<file path="config.mk">
export PLATFORM = sky130hd
export DESIGN_NAME = lpm_seq
export DESIGN_NICKNAME = d
export VERILOG_FILES = /design/src/rtl/lpm_pkg.sv /design/src/rtl/lpm_rst_filter.sv /design/src/rtl/lpm_wake.sv /design/src/rtl/lpm_clk_gate.sv /design/src/rtl/lpm_seq.sv
export SDC_FILE = /design/constraint.sdc
export NUM_CORES = 1
export LEC_CHECK = 0
export BUFFER_PORTS_ARGS = -buffer_cell sky130_fd_sc_hd__buf_4
export CAP_MARGIN = 20
export CORE_MARGIN = 1
export CORE_UTILIZATION = 56
export CTS_CLUSTER_DIAMETER = 60
export DETAILED_ROUTE_END_ITERATION = 16
export PLACE_DENSITY = 0.92
export RECOVER_POWER = 50
export SYNTH_ARGS = -nofsm -noshare
export SYNTH_HDL_FRONTEND = slang
export SYNTH_SLANG_ARGS = --single-unit
</file>
<file path="constraint.sdc">
create_clock -name clk_i -period 4 [get_ports clk_i]
set_input_delay 0.2 -clock clk_i [delete_from_list [all_inputs] [get_ports clk_i]]
set_output_delay 0.2 -clock clk_i [all_outputs]
set_load 0.03 [all_outputs]
</file>
<file path="src/rtl/lpm_pkg.sv">
package lpm_pkg;
  typedef enum logic [1:0] {
    ST_RUN  = 2'd0,
    ST_IDLE = 2'd1,
    ST_PD   = 2'd2,
    ST_WARM = 2'd3
  } lpm_state_e;
endpackage

</file>
<file path="src/rtl/lpm_rst_filter.sv">
module lpm_rst_filter #(
  parameter int unsigned HOLD = 24
) (
  input  logic clk_i,
  input  logic rst_ni,
  input  logic pin_i,
  output logic rst_o
);
  localparam int unsigned CW = $clog2(HOLD + 1);

  logic [CW-1:0] cnt_q;

  always_ff @(posedge clk_i or negedge rst_ni) begin
    if (!rst_ni)                   cnt_q <= '0;
    else if (!pin_i)               cnt_q <= '0;
    else if (cnt_q != CW'(HOLD))   cnt_q <= cnt_q + 1'b1;
  end

  assign rst_o = (cnt_q == CW'(HOLD));

  AST_RST_NEEDS_PIN: assert property (@(posedge clk_i) disable iff (!rst_ni)
    rst_o |-> $past(pin_i));
endmodule

</file>
<file path="src/rtl/lpm_wake.sv">
module lpm_wake #(
  parameter int unsigned N    = 2,
  parameter int unsigned STAB = 1024
) (
  input  logic         clk_i,
  input  logic         rst_ni,
  input  logic         pd_i,
  input  logic         warm_i,
  input  logic [N-1:0] pin_ni,
  input  logic [N-1:0] en_i,
  output logic         restart_o,
  output logic         stab_done_o,
  output logic         done_o,
  output logic [N-1:0] src_o
);
  localparam int unsigned CW = $clog2(STAB + 1);

  logic [CW-1:0] cnt_q;
  logic [N-1:0]  armed_q, low, rel;

  assign low = en_i & ~pin_ni;

  // pins seen low since power-down began
  always_ff @(posedge clk_i or negedge rst_ni) begin
    if (!rst_ni)               armed_q <= '0;
    else if (pd_i || warm_i)   armed_q <= armed_q | low;
    else                       armed_q <= '0;
  end

  always_ff @(posedge clk_i or negedge rst_ni) begin
    if (!rst_ni)                          cnt_q <= '0;
    else if (!warm_i)                     cnt_q <= '0;
    else if (cnt_q != CW'(STAB))          cnt_q <= cnt_q + 1'b1;
  end

  assign stab_done_o = (cnt_q == CW'(STAB));
  assign restart_o   = pd_i && (|low);
  assign rel         = armed_q & pin_ni;
  assign src_o       = rel & (~rel + 1'b1);
  assign done_o      = warm_i && stab_done_o && (|rel);

  AST_SRC_ONEHOT: assert property (@(posedge clk_i) disable iff (!rst_ni)
    $onehot0(src_o));
  AST_NO_EXIT_WHILE_HELD: assert property (@(posedge clk_i) disable iff (!rst_ni)
    done_o |-> ((src_o & pin_ni) != '0));
endmodule

</file>
<file path="src/rtl/lpm_clk_gate.sv">
module lpm_clk_gate (
  input  logic clk_i,
  input  logic rst_ni,
  input  logic en_i,
  output logic clk_o
);
  logic en_q;

  // enable sampled on the low phase, so the gated clock never glitches
  always_ff @(negedge clk_i or negedge rst_ni) begin
    if (!rst_ni) en_q <= 1'b1;
    else         en_q <= en_i;
  end

  assign clk_o = clk_i & en_q;
endmodule

</file>
<file path="src/rtl/lpm_seq.sv">
module lpm_seq
  import lpm_pkg::*;
#(
  parameter int unsigned IRQ_N    = 8,
  parameter int unsigned WAKE_N   = 2,
  parameter int unsigned STAB_CYC = 1024,
  parameter int unsigned RST_HOLD = 24
) (
  input  logic              clk_i,
  input  logic              rst_ni,
  input  logic              rst_pin_i,
  input  logic              pcon_we_i,
  input  logic [1:0]        pcon_wdata_i,
  input  logic              insn_done_i,
  input  logic [IRQ_N-1:0]  irq_pend_i,
  input  logic [IRQ_N-1:0]  irq_en_i,
  input  logic [WAKE_N-1:0] wake_ni,
  input  logic [WAKE_N-1:0] wake_en_i,
  output logic [1:0]        pcon_o,
  output logic              cpu_clk_o,
  output logic              per_clk_o,
  output logic              osc_en_o,
  output logic              hold_o,
  output logic [WAKE_N-1:0] wake_src_o
);
  lpm_state_e        st_q, st_d;
  logic [1:0]        pcon_q, pcon_d;
  logic [WAKE_N-1:0] src_q, src_d, src;
  logic              sys_rst, restart, stab_done, wake_done;
  logic              cpu_run, per_run;

  lpm_rst_filter #(.HOLD(RST_HOLD)) u_rst (
    .clk_i (clk_i),
    .rst_ni(rst_ni),
    .pin_i (rst_pin_i),
    .rst_o (sys_rst)
  );

  lpm_wake #(.N(WAKE_N), .STAB(STAB_CYC)) u_wake (
    .clk_i      (clk_i),
    .rst_ni     (rst_ni),
    .pd_i       (st_q == ST_PD),
    .warm_i     (st_q == ST_WARM),
    .pin_ni     (wake_ni),
    .en_i       (wake_en_i),
    .restart_o  (restart),
    .stab_done_o(stab_done),
    .done_o     (wake_done),
    .src_o      (src)
  );

  always_comb begin
    st_d   = st_q;
    pcon_d = pcon_q;
    src_d  = src_q;
    if (st_q == ST_RUN && pcon_we_i) pcon_d = pcon_wdata_i;
    unique case (st_q)
      ST_RUN: begin
        if (insn_done_i && pcon_q[1]) begin
          st_d  = ST_PD;  // power-down wins over idle
          src_d = '0;
        end else if (insn_done_i && pcon_q[0]) begin
          st_d = ST_IDLE;
        end
      end
      ST_IDLE: begin
        if (|(irq_pend_i & irq_en_i)) begin
          st_d   = ST_RUN;
          pcon_d = '0;
        end
      end
      ST_PD: begin
        if (restart) st_d = ST_WARM;
      end
      ST_WARM: begin
        if (wake_done) begin
          st_d   = ST_RUN;
          pcon_d = '0;
          src_d  = src;
        end
      end
      default: st_d = ST_RUN;
    endcase
    if (sys_rst) begin
      st_d   = ST_RUN;
      pcon_d = '0;
      src_d  = '0;
    end
  end

  always_ff @(posedge clk_i or negedge rst_ni) begin
    if (!rst_ni) begin
      st_q   <= ST_RUN;
      pcon_q <= '0;
      src_q  <= '0;
    end else begin
      st_q   <= st_d;
      pcon_q <= pcon_d;
      src_q  <= src_d;
    end
  end

  assign cpu_run = (st_q == ST_RUN) || sys_rst;
  assign per_run = (st_q == ST_RUN) || (st_q == ST_IDLE) || sys_rst;

  lpm_clk_gate u_cpu_gate (
    .clk_i (clk_i),
    .rst_ni(rst_ni),
    .en_i  (cpu_run),
    .clk_o (cpu_clk_o)
  );

  lpm_clk_gate u_per_gate (
    .clk_i (clk_i),
    .rst_ni(rst_ni),
    .en_i  (per_run),
    .clk_o (per_clk_o)
  );

  assign pcon_o     = pcon_q;
  assign osc_en_o   = (st_q != ST_PD) || rst_pin_i;
  assign hold_o     = (st_q != ST_RUN) && !sys_rst;
  assign wake_src_o = src_q;

  AST_ENTRY_AT_BOUNDARY: assert property (@(posedge clk_i) disable iff (!rst_ni)
    (st_q != ST_RUN && $past(st_q) == ST_RUN) |-> $past(insn_done_i));
  AST_PD_PRECEDENCE: assert property (@(posedge clk_i) disable iff (!rst_ni)
    (st_q == ST_IDLE && $past(st_q) == ST_RUN) |-> !$past(pcon_q[1]));
  AST_EXIT_AFTER_STAB: assert property (@(posedge clk_i) disable iff (!rst_ni)
    (st_q == ST_RUN && $past(st_q) == ST_WARM && !$past(sys_rst)) |-> $past(stab_done));
  AST_IDLE_WAKE_ENABLED: assert property (@(posedge clk_i) disable iff (!rst_ni)
    (st_q == ST_RUN && $past(st_q) == ST_IDLE && !$past(sys_rst))
      |-> $past((irq_pend_i & irq_en_i) != '0));
endmodule

</file>
* After elaboration in Yosys (flattened, before gate mapping)
Index checks and enable logic that the tools add are counted.
** Cells by class
- $add $sub $neg :: 3
- Multipliers :: 0
- Divide/modulo/power cells :: 0
- Magnitude comparators :: 0
- Equality and inequality tests :: 15
- Shift-type cells :: 0
- Mux-type cells :: 21
- Bitwise logic cells :: 9
- Reduce and logical (&&, ||, !) cells :: 21
** Operators with widths (number)
- 2-to-1 mux 2 bit :: 14
- 2-to-1 mux 11 bit :: 2
- != test 3 bit, second input constant :: 4
- adder 11 x 1 -> 11 bit, second input constant :: 1
- == test 11 bit, second input constant :: 1
- != test 11 bit, second input constant :: 1
- 2-to-1 mux 5 bit :: 2
- bitwise AND 8 bit :: 1
- one-hot mux 2 bit (2 select lines) :: 2
- one-hot mux 2 bit (4 select lines) :: 1
- OR reduction 8 bit :: 1
- logical AND 1 bit :: 7
- bitwise AND 2 bit :: 3
- adder 5 x 1 -> 5 bit, second input constant :: 1
- == test 5 bit, second input constant :: 1
- logical OR 1 bit :: 5
- != test 5 bit, second input constant :: 1
- == test 2 bit, second input constant :: 2
- != test 2 bit, second input constant :: 2
- != test 4 bit, second input constant :: 1
- NOT 2 bit :: 2
- AND reduction 4 bit :: 1
- OR reduction 2 bit :: 2
- AND reduction 3 bit :: 1
- 9 further kinds :: 10
** Word-level totals
- Bits in registers :: 26
- Bits in latches :: 0
- Bits in writable memories :: 0
- Bits in read-only memories :: 0
- Bits of input ports :: 27
- Output and inout bits :: 8
- Logic and storage cells :: 77
- Memories :: 0

* Logic depth before layout (Yosys ltp)
Gate-level depths: netlist (run 1).
- Depth after elaboration :: 7
- Gate-level depth with buffers :: 7
- Gate-level depth less buffers :: 6

* Hierarchy
A second synthesis (run 1) with hierarchy kept.
** Second synthesis, totals
- Cell total of the unflattened synthesis :: 160
- Area, all modules :: 1482.7 um^2
** By module, submodules not included
- lpm_wake :: instances 1, cells an instance 79, area each 725.7 um^2
- lpm_seq :: instances 1, cells an instance 48, area each 396.6 um^2
- lpm_rst_filter :: instances 1, cells an instance 27, area each 287.8 um^2
- lpm_clk_gate :: instances 2, cells an instance 3, area each 36.3 um^2

==> results.yml, run 1 <==
detailed_routing:
  ant_nets: 0
  wl_per_cell_um: 15.19
  firstDrtPassIters: 4
  routed_via_density: 5.657
  drc: 0
  wl_mm: 3.144
  num_vias: 1171
  drt_iter0_markers: 29
critical_path:
  cp.required_ns: 3.80
  cp-end-kind: "primary output"
  critPathKind: "register to primary output"
  cp-startpoint: "u_per_gate.en_q$_DFF_NN1_"
  path_max_fanout: 1
  crit_arrival_ns: 3.28
  r2r-start: "u_rst.cnt_q[0]$_DFFE_PN0P_"
  critPathLaunchType: "register"
sta:
  slew_headroom_pct: 9.816
  rsz0062_at_grt: "false"
  setup_violations: 0
  clock_skew_ns: 0.06309
  slew_viol_final: 0
  fin_tns_setup_ns: 0
  worstMarginPinSlew_ns: 1.353
  hold_viol: 0
logic_synthesis:
  synth_top_flop_cell: "dfrtp_1"
  syn_nets: 168
  ys_types: 40
  yosys_warnings: 0
  synth_top_area_share_pct: 43.60
  yosys.area.top_type: "dfrtp_1"
  syn_inst: 137
  async_flop_share_pct: 100.0
  syn_area_sq_um: 1378
  ys_seq_area_share_pct: 47.41
  avgSynthCellArea_sq_um: 10.06
  synth_area_leaders: "dfrtp_1 (44%), xor2_1 (5.1%), nand3_1 (4.4%), dfstp_2 (3.8%), ha_1 (3.6%)"
  ys_ff_latch: 26
  synth_edf_count: 0
pwr:
  power_density_nw_per_um2: 372.0
  p_leak_uw: 0.0008159
  vdd_ir_drop_max_mv: 0.3161
clocking:
  cts_tree: "built"
  cts_resized: 0
  clk_pin_slew_worst_paths_ns: 0.14
  clock_latency_ns: 0.49
run:
  max_cap_viol_count: 0
layout:
  layout-drive-gt1-share_pct: 25.70
  area_growth_pct: 24.52
  nets: 210
  fin_area_sq_um: 1715
  final_common_cell: "buf_4"
  mostFrequentLayoutCells: "buf_4 (30), dfrtp_1 (24), nor2_1 (12), nand3_1 (12), nand2_1 (12)"
  nFillCells: 169
  diodes: 0
placement:
  io_buffers: 34
  gp_congestion: 0.8122
  dp_hpwl_mm: 2.343
  placed_area_sq_um: 1655
hold_path:
  hold_class: "input pin to register"
  min-delay-start: "pcon_we_i"
die:
  initial_utilization_pct: 61.10
  ioPinCount: 35
  core_area_sq_um: 2255
  fp-row-count: 17
  die_y_um: 51.60
  die_area_sq_um: 2662
  die_x_um: 51.60
outcome:
  status: "finished, final reports clean"
global_route:
  grt.overflow.total: 0
  grt_max_degree: 27
  antenna_found_initial: 0
  grt_first_pass_wirelength_mm: 5.154
  globalRouteTotalUtil_pct: 27.62
  grt_pass1_vias: 1182
per-stage QoR:
step | power [uW] | cells | worst slack, ns | utilization (%) | hold slack [ns]
2_1_floorplan | 405.9 | 137 | 0.4040 | - | -0.09559
3_3_place_gp | 453.0 | 196 | 0.8042 | 73.42 | 0.1197
3_5_place_dp | 462.0 | 196 | 0.7254 | 73.42 | 0.1191
4_1_cts | 644.8 | 207 | 0.4966 | 76.75 | 0.007454
5_1_grt | 678.2 | 207 | 0.4571 | 76.08 | 0.002213
6_report | 638.1 | 207 | 0.5216 | 76.08 | 0.01401
path summary, 6_finish.rpt:
check | to | slack (ns) | depth (start not counted)
setup / recovery | per_clk_o | 0.52 | 2
hold / removal | pcon_o[1]$_DFF_PN0_ | 0.01 | 3
setup reg to reg | u_cpu_gate.en_q$_DFF_NN1_ | 0.72 | 5
hold reg to reg | u_wake.armed_q[0]$_DFF_PN0_ | 0.54 | 1
max in group asynchronous | u_per_gate.en_q$_DFF_NN1_ | 0.88 | 2
min in group asynchronous | wake_src_o[0]$_DFFE_PN0P_ | 0.58 | 2
per-layer routing:
layer | GRT usage, % | vias to the layer above | part of all wire, %
met5 | 0 | - | 0
li1 | - | 568 | -
met1 | 29.90 | 564 | 42
met4 | 12.61 | 0 | 1.0
met3 | 11.40 | 7 | 5.1
met2 | 46.75 | 32 | 52
timing repair:
| action | CTS | global route |
|---|---|---|
| hold buffers | 1 | 0 |
| buffers inserted | 0 | 0 |
| hold endpoints to repair | 24 | 0 |
synth_stat cells (all sizes together) (2+ instances only):
| master | instances |
|---|---|
| xnor2 | 4 |
| o21ai | 2 |
| inv | 6 |
| xor2 | 8 |
| nand3 | 12 |
| nand4b | 3 |
| nand4 | 2 |
| nor2 | 12 |
| and4b | 2 |
| ha | 4 |
| nor2b | 2 |
| a22o | 4 |
| and4 | 2 |
| and3 | 3 |
| a21oi | 7 |
| o21a | 2 |
| or3 | 2 |
| nand2b | 2 |
| nand2 | 12 |
| nand3b | 2 |
| and2 | 4 |
| dfrtp | 24 |
| buf | 2 |
| dfstp | 2 |
sequential cells by signal, summed over array words and instances, names as in the netlist:
name	flops
u_wake.armed_q	2
u_wake.cnt_q	11
u_per_gate.en_q	1
pcon_o	2
st_q	2
u_cpu_gate.en_q	1
wake_src_o	2
u_rst.cnt_q	5
final cells by class:
type	instances	area (sq um)	share of cell area (%)
Multi-Input combinational cell	102	689.4	40.19
Clock buffer	10	71.32	4.158
Inverter	5	18.77	1.094
Sequential cell	26	653.1	38.07
Tap cell	28	35.03	2.042
Timing Repair Buffer	33	235.2	13.71
Clock inverter	3	12.51	0.7294
where the power goes:
group | internal, uW | switching (uW) | total (uW)
combinational | 70.7 | 78.4 | 149
sequential | 280 | 24.5 | 305
clock | 87.7 | 96.9 | 185
logic make-up after synthesis:
| group | synth area share, % |
|---|---|
| AND/OR/NAND/NOR | 27.07 |
| flip-flops | 47.41 |
| AO/OA/AOI/OAI | 10.99 |
| XOR/XNOR | 7.629 |
| buffers and inverters | 2.542 |
| adder cells (fa/ha/maj) | 3.633 |
| multiplexers | 0.7266 |
critical path: stages (launching register included):
cell and delay [ns]:
dfstp_2 0.51, and2_1 0.13, buf_4 0.16
(Power assumes the default switching activity.)
==> run 2: changes to the inputs <==
--- a/config.mk
+++ b/config.mk
@@ -5,7 +5,7 @@
 export SDC_FILE = /design/constraint.sdc
 export NUM_CORES = 1
 export LEC_CHECK = 0
-export BUFFER_PORTS_ARGS = -buffer_cell sky130_fd_sc_hd__buf_4
+export BUFFER_PORTS_ARGS = -buffer_cell sky130_fd_sc_hd__buf_2
 export CAP_MARGIN = 20
 export CORE_MARGIN = 1
 export CORE_UTILIZATION = 56
@@ -13,6 +13,7 @@
 export DETAILED_ROUTE_END_ITERATION = 16
 export PLACE_DENSITY = 0.92
 export RECOVER_POWER = 50
+export SKIP_CTS_REPAIR_TIMING = 1
 export SYNTH_ARGS = -nofsm -noshare
 export SYNTH_HDL_FRONTEND = slang
 export SYNTH_SLANG_ARGS = --single-unit
==> run 2 against run 1 <==
- sequential share of layout area up 1.4 points
- non-clock buffer count unchanged
- clock power up 19%
- hold slack worse by 0.012 ns
- critical endpoint is now cpu_clk_o
- sequential power about the same
- combinational power about the same
- largest power group unchanged
==> results.yml, run 2 (synthesized netlist as in run 1, its figures left out) <==
outcome:
  status: "finished, final reports clean"
die:
  core_area_sq_um: 2255
  fp-row-count: 17
  initial_utilization_pct: 61.10
  die_area_sq_um: 2662
  die_x_um: 51.60
  die_y_um: 51.60
  ioPinCount: 35
clocking:
  cts_tree: "built"
  clock_latency_ns: 0.51
  clk_pin_slew_worst_paths_ns: 0.14
detailed_routing:
  routed_via_density: 5.865
  firstDrtPassIters: 4
  ant_nets: 0
  met1Wirelength_mm: 1.366
  drt_iter0_markers: 54
  num_vias: 1214
  wl_mm: 3.257
  drc: 0
  topRoutingLayerUsed: "met4"
  wl_per_cell_um: 15.73
  dr_wl_met2_mm: 1.563
  wl_met3_um: 196
critical_path:
  ff2ff_setup_slack_ns: 0.73
  path_max_fanout: 1
  cp-end-kind: "primary output"
  crit_arrival_ns: 3.32
  r2r-start: "u_rst.cnt_q[0]$_DFFE_PN0P_"
  critPathKind: "register to primary output"
  cp.required_ns: 3.80
  ff2ff_path_depth: 5
  reg2reg_to: "u_cpu_gate.en_q$_DFF_NN1_"
  critPathLaunchType: "register"
layout:
  final_common_cell: "buf_2"
  largest_reg_flops: 11
  diodes: 0
  mostFrequentLayoutCells: "buf_2 (30), dfrtp_1 (24), nor2_1 (12), nand3_1 (12), nand2_1 (12)"
  reg.largest.list: "u_wake.cnt_q x11, u_rst.cnt_q x5"
  area_growth_pct: 19.98
  fin_area_sq_um: 1653
  layout-drive-gt1-share_pct: 25.70
  regMostFlops: "u_wake.cnt_q"
  nets: 210
hold_path:
  min-delay-start: "pcon_wdata_i[0]"
  whs_path_depth: 3
  hold_class: "input pin to register"
  min_to: "pcon_o[0]$_DFF_PN0_"
sta:
  setup_violations: 0
  hold_viol: 0
  slew_headroom_pct: 13.62
  rsz0062_at_grt: "false"
  slew_viol_final: 0
  worstMarginPinSlew_ns: 1.296
  hold_ws_ns: 0.002325
  clock_skew_ns: 0.08039
  fin_tns_setup_ns: 0
  fin_ws_ns: 0.4842
placement:
  pre_cts_ws_ns: 0.7553
  io_buffers: 34
  gp_congestion: 0.8222
  placed_area_sq_um: 1570
  dp_hpwl_mm: 2.243
pwr:
  power_density_nw_per_um2: 404.8
  p_leak_uw: 0.0008040
  vdd_ir_drop_max_mv: 0.3012
global_route:
  globalRouteTotalUtil_pct: 28.16
  grt_max_degree: 27
  antenna_found_initial: 0
  grt_first_pass_wirelength_mm: 5.133
  grt_pass1_vias: 1218
  grt.overflow.total: 0
run:
  max_cap_viol_count: 0
[run 2: cell types whose count changed in the layout (fill, tap and decap cells not counted), sizes merged]
cell and change:
bufinv +1, clkinvlp -1
[run 2: worst max-delay path: stages, from the launching register on]
cell	delay [ns]
dfstp_2	0.51
and2_1	0.11
buf_2	0.19
[run 2: area by class of cell]
| cell class | count | area (sq um) |
|---|---|---|
| multi-input cells | 102 | 689.4 |
| flip-flops and latches | 26 | 653.1 |
| fillers | 171 | 601.8 |
| repair buffers | 33 | 165.2 |
| clock buffers | 10 | 66.31 |
| well taps | 28 | 35.03 |
| clock inverters | 3 | 25.02 |
| inverters | 5 | 18.77 |
[run 2: worst max-delay path by stage]
stage / startpoint / endpoint / slack [ns] / cells after the start
floorplan: u_rst.cnt_q[0]$_DFFE_PN0P_ / u_cpu_gate.en_q$_DFF_NN1_ / 0.40 / 6
global placement: u_rst.cnt_q[0]$_DFFE_PN0P_ / u_cpu_gate.en_q$_DFF_NN1_ / 0.82 / 5
detailed placement: u_rst.cnt_q[0]$_DFFE_PN0P_ / u_cpu_gate.en_q$_DFF_NN1_ / 0.76 / 5
CTS: u_cpu_gate.en_q$_DFF_NN1_ / cpu_clk_o / 0.48 / 2
global route: u_cpu_gate.en_q$_DFF_NN1_ / cpu_clk_o / 0.46 / 2
finish: u_cpu_gate.en_q$_DFF_NN1_ / cpu_clk_o / 0.48 / 2
[run 2: power breakdown]
part / internal [uW] / total, uW / leakage [uW] / switching, uW
Sequential: 280 / 304 / 0.000334 / 23.9
Clock: 120 / 220 / 0.0000740 / 100
Combinational: 62.9 / 146 / 0.000396 / 82.8
[run 2: through the flow]
step | power (uW) | util [%] | cells
finish | 669.1 | 73.31 | 207
global route | 699.4 | 73.31 | 207
CTS | 671.6 | 73.09 | 206
detailed placement | 451.7 | 69.64 | 196
global placement | 442.6 | 69.64 | 196
floorplan | 405.9 | - | 137
[run 2: per-layer routing]
| layer | track usage, % | vias to the layer above |
|---|---|---|
| li1 | - | 568 |
| met1 | 31.64 | 579 |
| met2 | 42.21 | 51 |
| met3 | 8.772 | 16 |
| met4 | 26.13 | 0 |
| met5 | 0 | - |
==> run 3: changes to the inputs <==
--- a/config.mk
+++ b/config.mk
@@ -8,10 +8,10 @@
 export BUFFER_PORTS_ARGS = -buffer_cell sky130_fd_sc_hd__buf_2
 export CAP_MARGIN = 20
 export CORE_MARGIN = 1
-export CORE_UTILIZATION = 56
+export CORE_UTILIZATION = 52
 export CTS_CLUSTER_DIAMETER = 60
 export DETAILED_ROUTE_END_ITERATION = 16
-export PLACE_DENSITY = 0.92
+export PLACE_DENSITY = 0.86
 export RECOVER_POWER = 50
 export SKIP_CTS_REPAIR_TIMING = 1
 export SYNTH_ARGS = -nofsm -noshare
==> constraint.sdc (replaced) <==
create_clock -name clk_i -period 3.25 [get_ports clk_i]
set_input_delay 0.1625 -clock clk_i [delete_from_list [all_inputs] [get_ports clk_i]]
set_output_delay 0.1625 -clock clk_i [all_outputs]
set_load 0.03 [all_outputs]
==> run 3 against run 2 <==
- final area increased by 1.8%
- power increased by 17%
- hold slack improved by 0.014 ns
- sequential cell count unchanged
- largest power group unchanged
- clock-buffer cell count increased by 1
- clock skew decreased by 0.011 ns
- non-clock buffer count increased by 4
- core utilization decreased by 6.0 points
- critical path depth unchanged
- die area increased by 7.4%
- register-to-register slack got worse by 0.39 ns
- global-route usage decreased by 3.1 points
==> results.yml, run 3 (synthesized netlist as in run 1, its figures left out) <==
run:
  max_cap_viol_count: 0
detailed_routing:
  drt_iter0_markers: 37
  wl_mm: 3.127
  routed_via_density: 5.831
  drc: 0
  wl_per_cell_um: 14.68
  ant_nets: 0
  num_vias: 1242
  firstDrtPassIters: 4
critical_path:
  crit_chain: "and2_1, buf_2"
  ff2ff_setup_slack_ns: 0.34
  r2r-start: "u_rst.cnt_q[0]$_DFFE_PN0P_"
  cp_num_buf_inv: 1
  ff2ff_path_depth: 5
  critPathLaunchType: "register"
  critPathKind: "register to primary output"
  cp-end-kind: "primary output"
  critPathTopFamily: "flip-flops"
  reg2reg_to: "u_cpu_gate.en_q$_DFF_NN1_"
  cp.required_ns: 3.09
  crit_path_max_incr_delay_ns: 0.51
  critPathSlowestCell: "dfstp_2"
  crit_arrival_ns: 2.93
  path_max_fanout: 1
placement:
  io_buffers: 34
  pre_cts_ws_ns: 0.3819
  dp_hpwl_mm: 2.207
  gp_congestion: 0.8250
global_route:
  grt_max_degree: 27
  globalRouteTotalUtil_pct: 25.05
  grt.overflow.total: 0
  grt_pass1_vias: 1162
  antenna_found_initial: 0
  grt_first_pass_wirelength_mm: 4.788
layout:
  nets: 214
  area_growth_pct: 22.16
  diodes: 0
  layout-drive-gt1-share_pct: 25.14
  nFillCells: 192
  reg.largest.list: "u_wake.cnt_q x11, u_rst.cnt_q x5"
  ff_latch_area_sq_um: 653.1
  regMostFlops: "u_wake.cnt_q"
  multi_input_area_sq_um: 689.4
  largest_reg_flops: 11
  mostFrequentLayoutCells: "buf_2 (31), dfrtp_1 (24), nor2_1 (12), nand3_1 (12), nand2_1 (12)"
  final_common_cell: "buf_2"
clocking:
  cts_tree: "built"
  clk_pin_slew_worst_paths_ns: 0.13
  clock_latency_ns: 0.50
sta:
  clock_skew_ns: 0.06936
  hold_viol: 0
  worstMarginPinSlew_ns: 1.395
  slew_headroom_pct: 7.010
  rsz0062_at_grt: "false"
  fin_tns_setup_ns: 0
  fin_ws_ns: 0.1579
  setup_violations: 0
  slew_viol_final: 0
die:
  initial_utilization_pct: 55.11
  die_x_um: 53.47
  die_y_um: 53.47
  core_area_sq_um: 2500
  die_area_sq_um: 2859
  ioPinCount: 35
  fp-row-count: 18
hold_path:
  hold_class: "input pin to register"
  min_to: "pcon_o[0]$_DFF_PN0_"
  min-delay-start: "pcon_we_i"
  whs_path_depth: 3
outcome:
  status: "finished, final reports clean"
pwr:
  p_leak_uw: 0.0008108
  power_density_nw_per_um2: 463.4
  vdd_ir_drop_max_mv: 0.3438
[run 3: worst max-delay path by stage]
| stage | cells past startpoint | startpoint | end | slack [ns] |
|---|---|---|---|---|
| global placement | 5 | u_rst.cnt_q[0]$_DFFE_PN0P_ | u_cpu_gate.en_q$_DFF_NN1_ | 0.45 |
| finish | 2 | u_per_gate.en_q$_DFF_NN1_ | per_clk_o | 0.16 |
| detailed placement | 5 | u_rst.cnt_q[0]$_DFFE_PN0P_ | u_cpu_gate.en_q$_DFF_NN1_ | 0.38 |
| floorplan | 6 | u_rst.cnt_q[0]$_DFFE_PN0P_ | u_cpu_gate.en_q$_DFF_NN1_ | 0.03 |
| CTS | 2 | u_per_gate.en_q$_DFF_NN1_ | per_clk_o | 0.14 |
| global route | 2 | u_per_gate.en_q$_DFF_NN1_ | per_clk_o | 0.09 |
[run 3: report_power, final]
group | switching (uW) | internal [uW] | total [uW]
logic | 94.4 | 80.0 | 174
registers | 29.5 | 345 | 374
clock network | 121 | 111 | 231
[run 3: worst reg2reg max path: cells and delay by family (launching register included)]
kind	cells	cell delay (ns)
AND/OR/NAND/NOR	2	0.50
flip-flops	1	0.44
buffers and inverters	2	0.17
adder cells (fa/ha/maj)	1	0.18
[run 3: area by class of cell]
| type | instances | area share [%] |
|---|---|---|
| Multi-Input combinational cell | 102 | 40.97 |
| Sequential cell | 26 | 38.81 |
| Timing Repair Buffer | 37 | 12.27 |
| Clock buffer | 11 | 4.164 |
| Tap cell | 30 | 2.230 |
| Inverter | 5 | 1.115 |
| Clock inverter | 2 | 0.4461 |
[run 3: metrics by stage]
stage | util, % | total power [uW] | std cells | hold slack, ns | instance area (sq um)
after floorplan | - | 499.6 | 137 | -0.1331 | 1378
after global placement | 62.91 | 544.8 | 198 | 0.1873 | 1573
after detailed placement | 62.91 | 554.6 | 198 | 0.1941 | 1573
after CTS | 65.47 | 781.3 | 208 | -0.2926 | 1637
after global routing | 67.32 | 826.2 | 213 | 0.01796 | 1683
final | 67.32 | 779.8 | 213 | 0.01605 | 1683
[run 3: per-layer routing]
| metal | vias up | track usage [%] | part of all wire [%] |
|---|---|---|---|
| met2 | 79 | 37.08 | 47 |
| met5 | - | 0 | 0 |
| met3 | 12 | 8.333 | 8.3 |
| met1 | 575 | 30.71 | 42 |
| met4 | 0 | 16.23 | 2.5 |
| li1 | 576 | - | - |
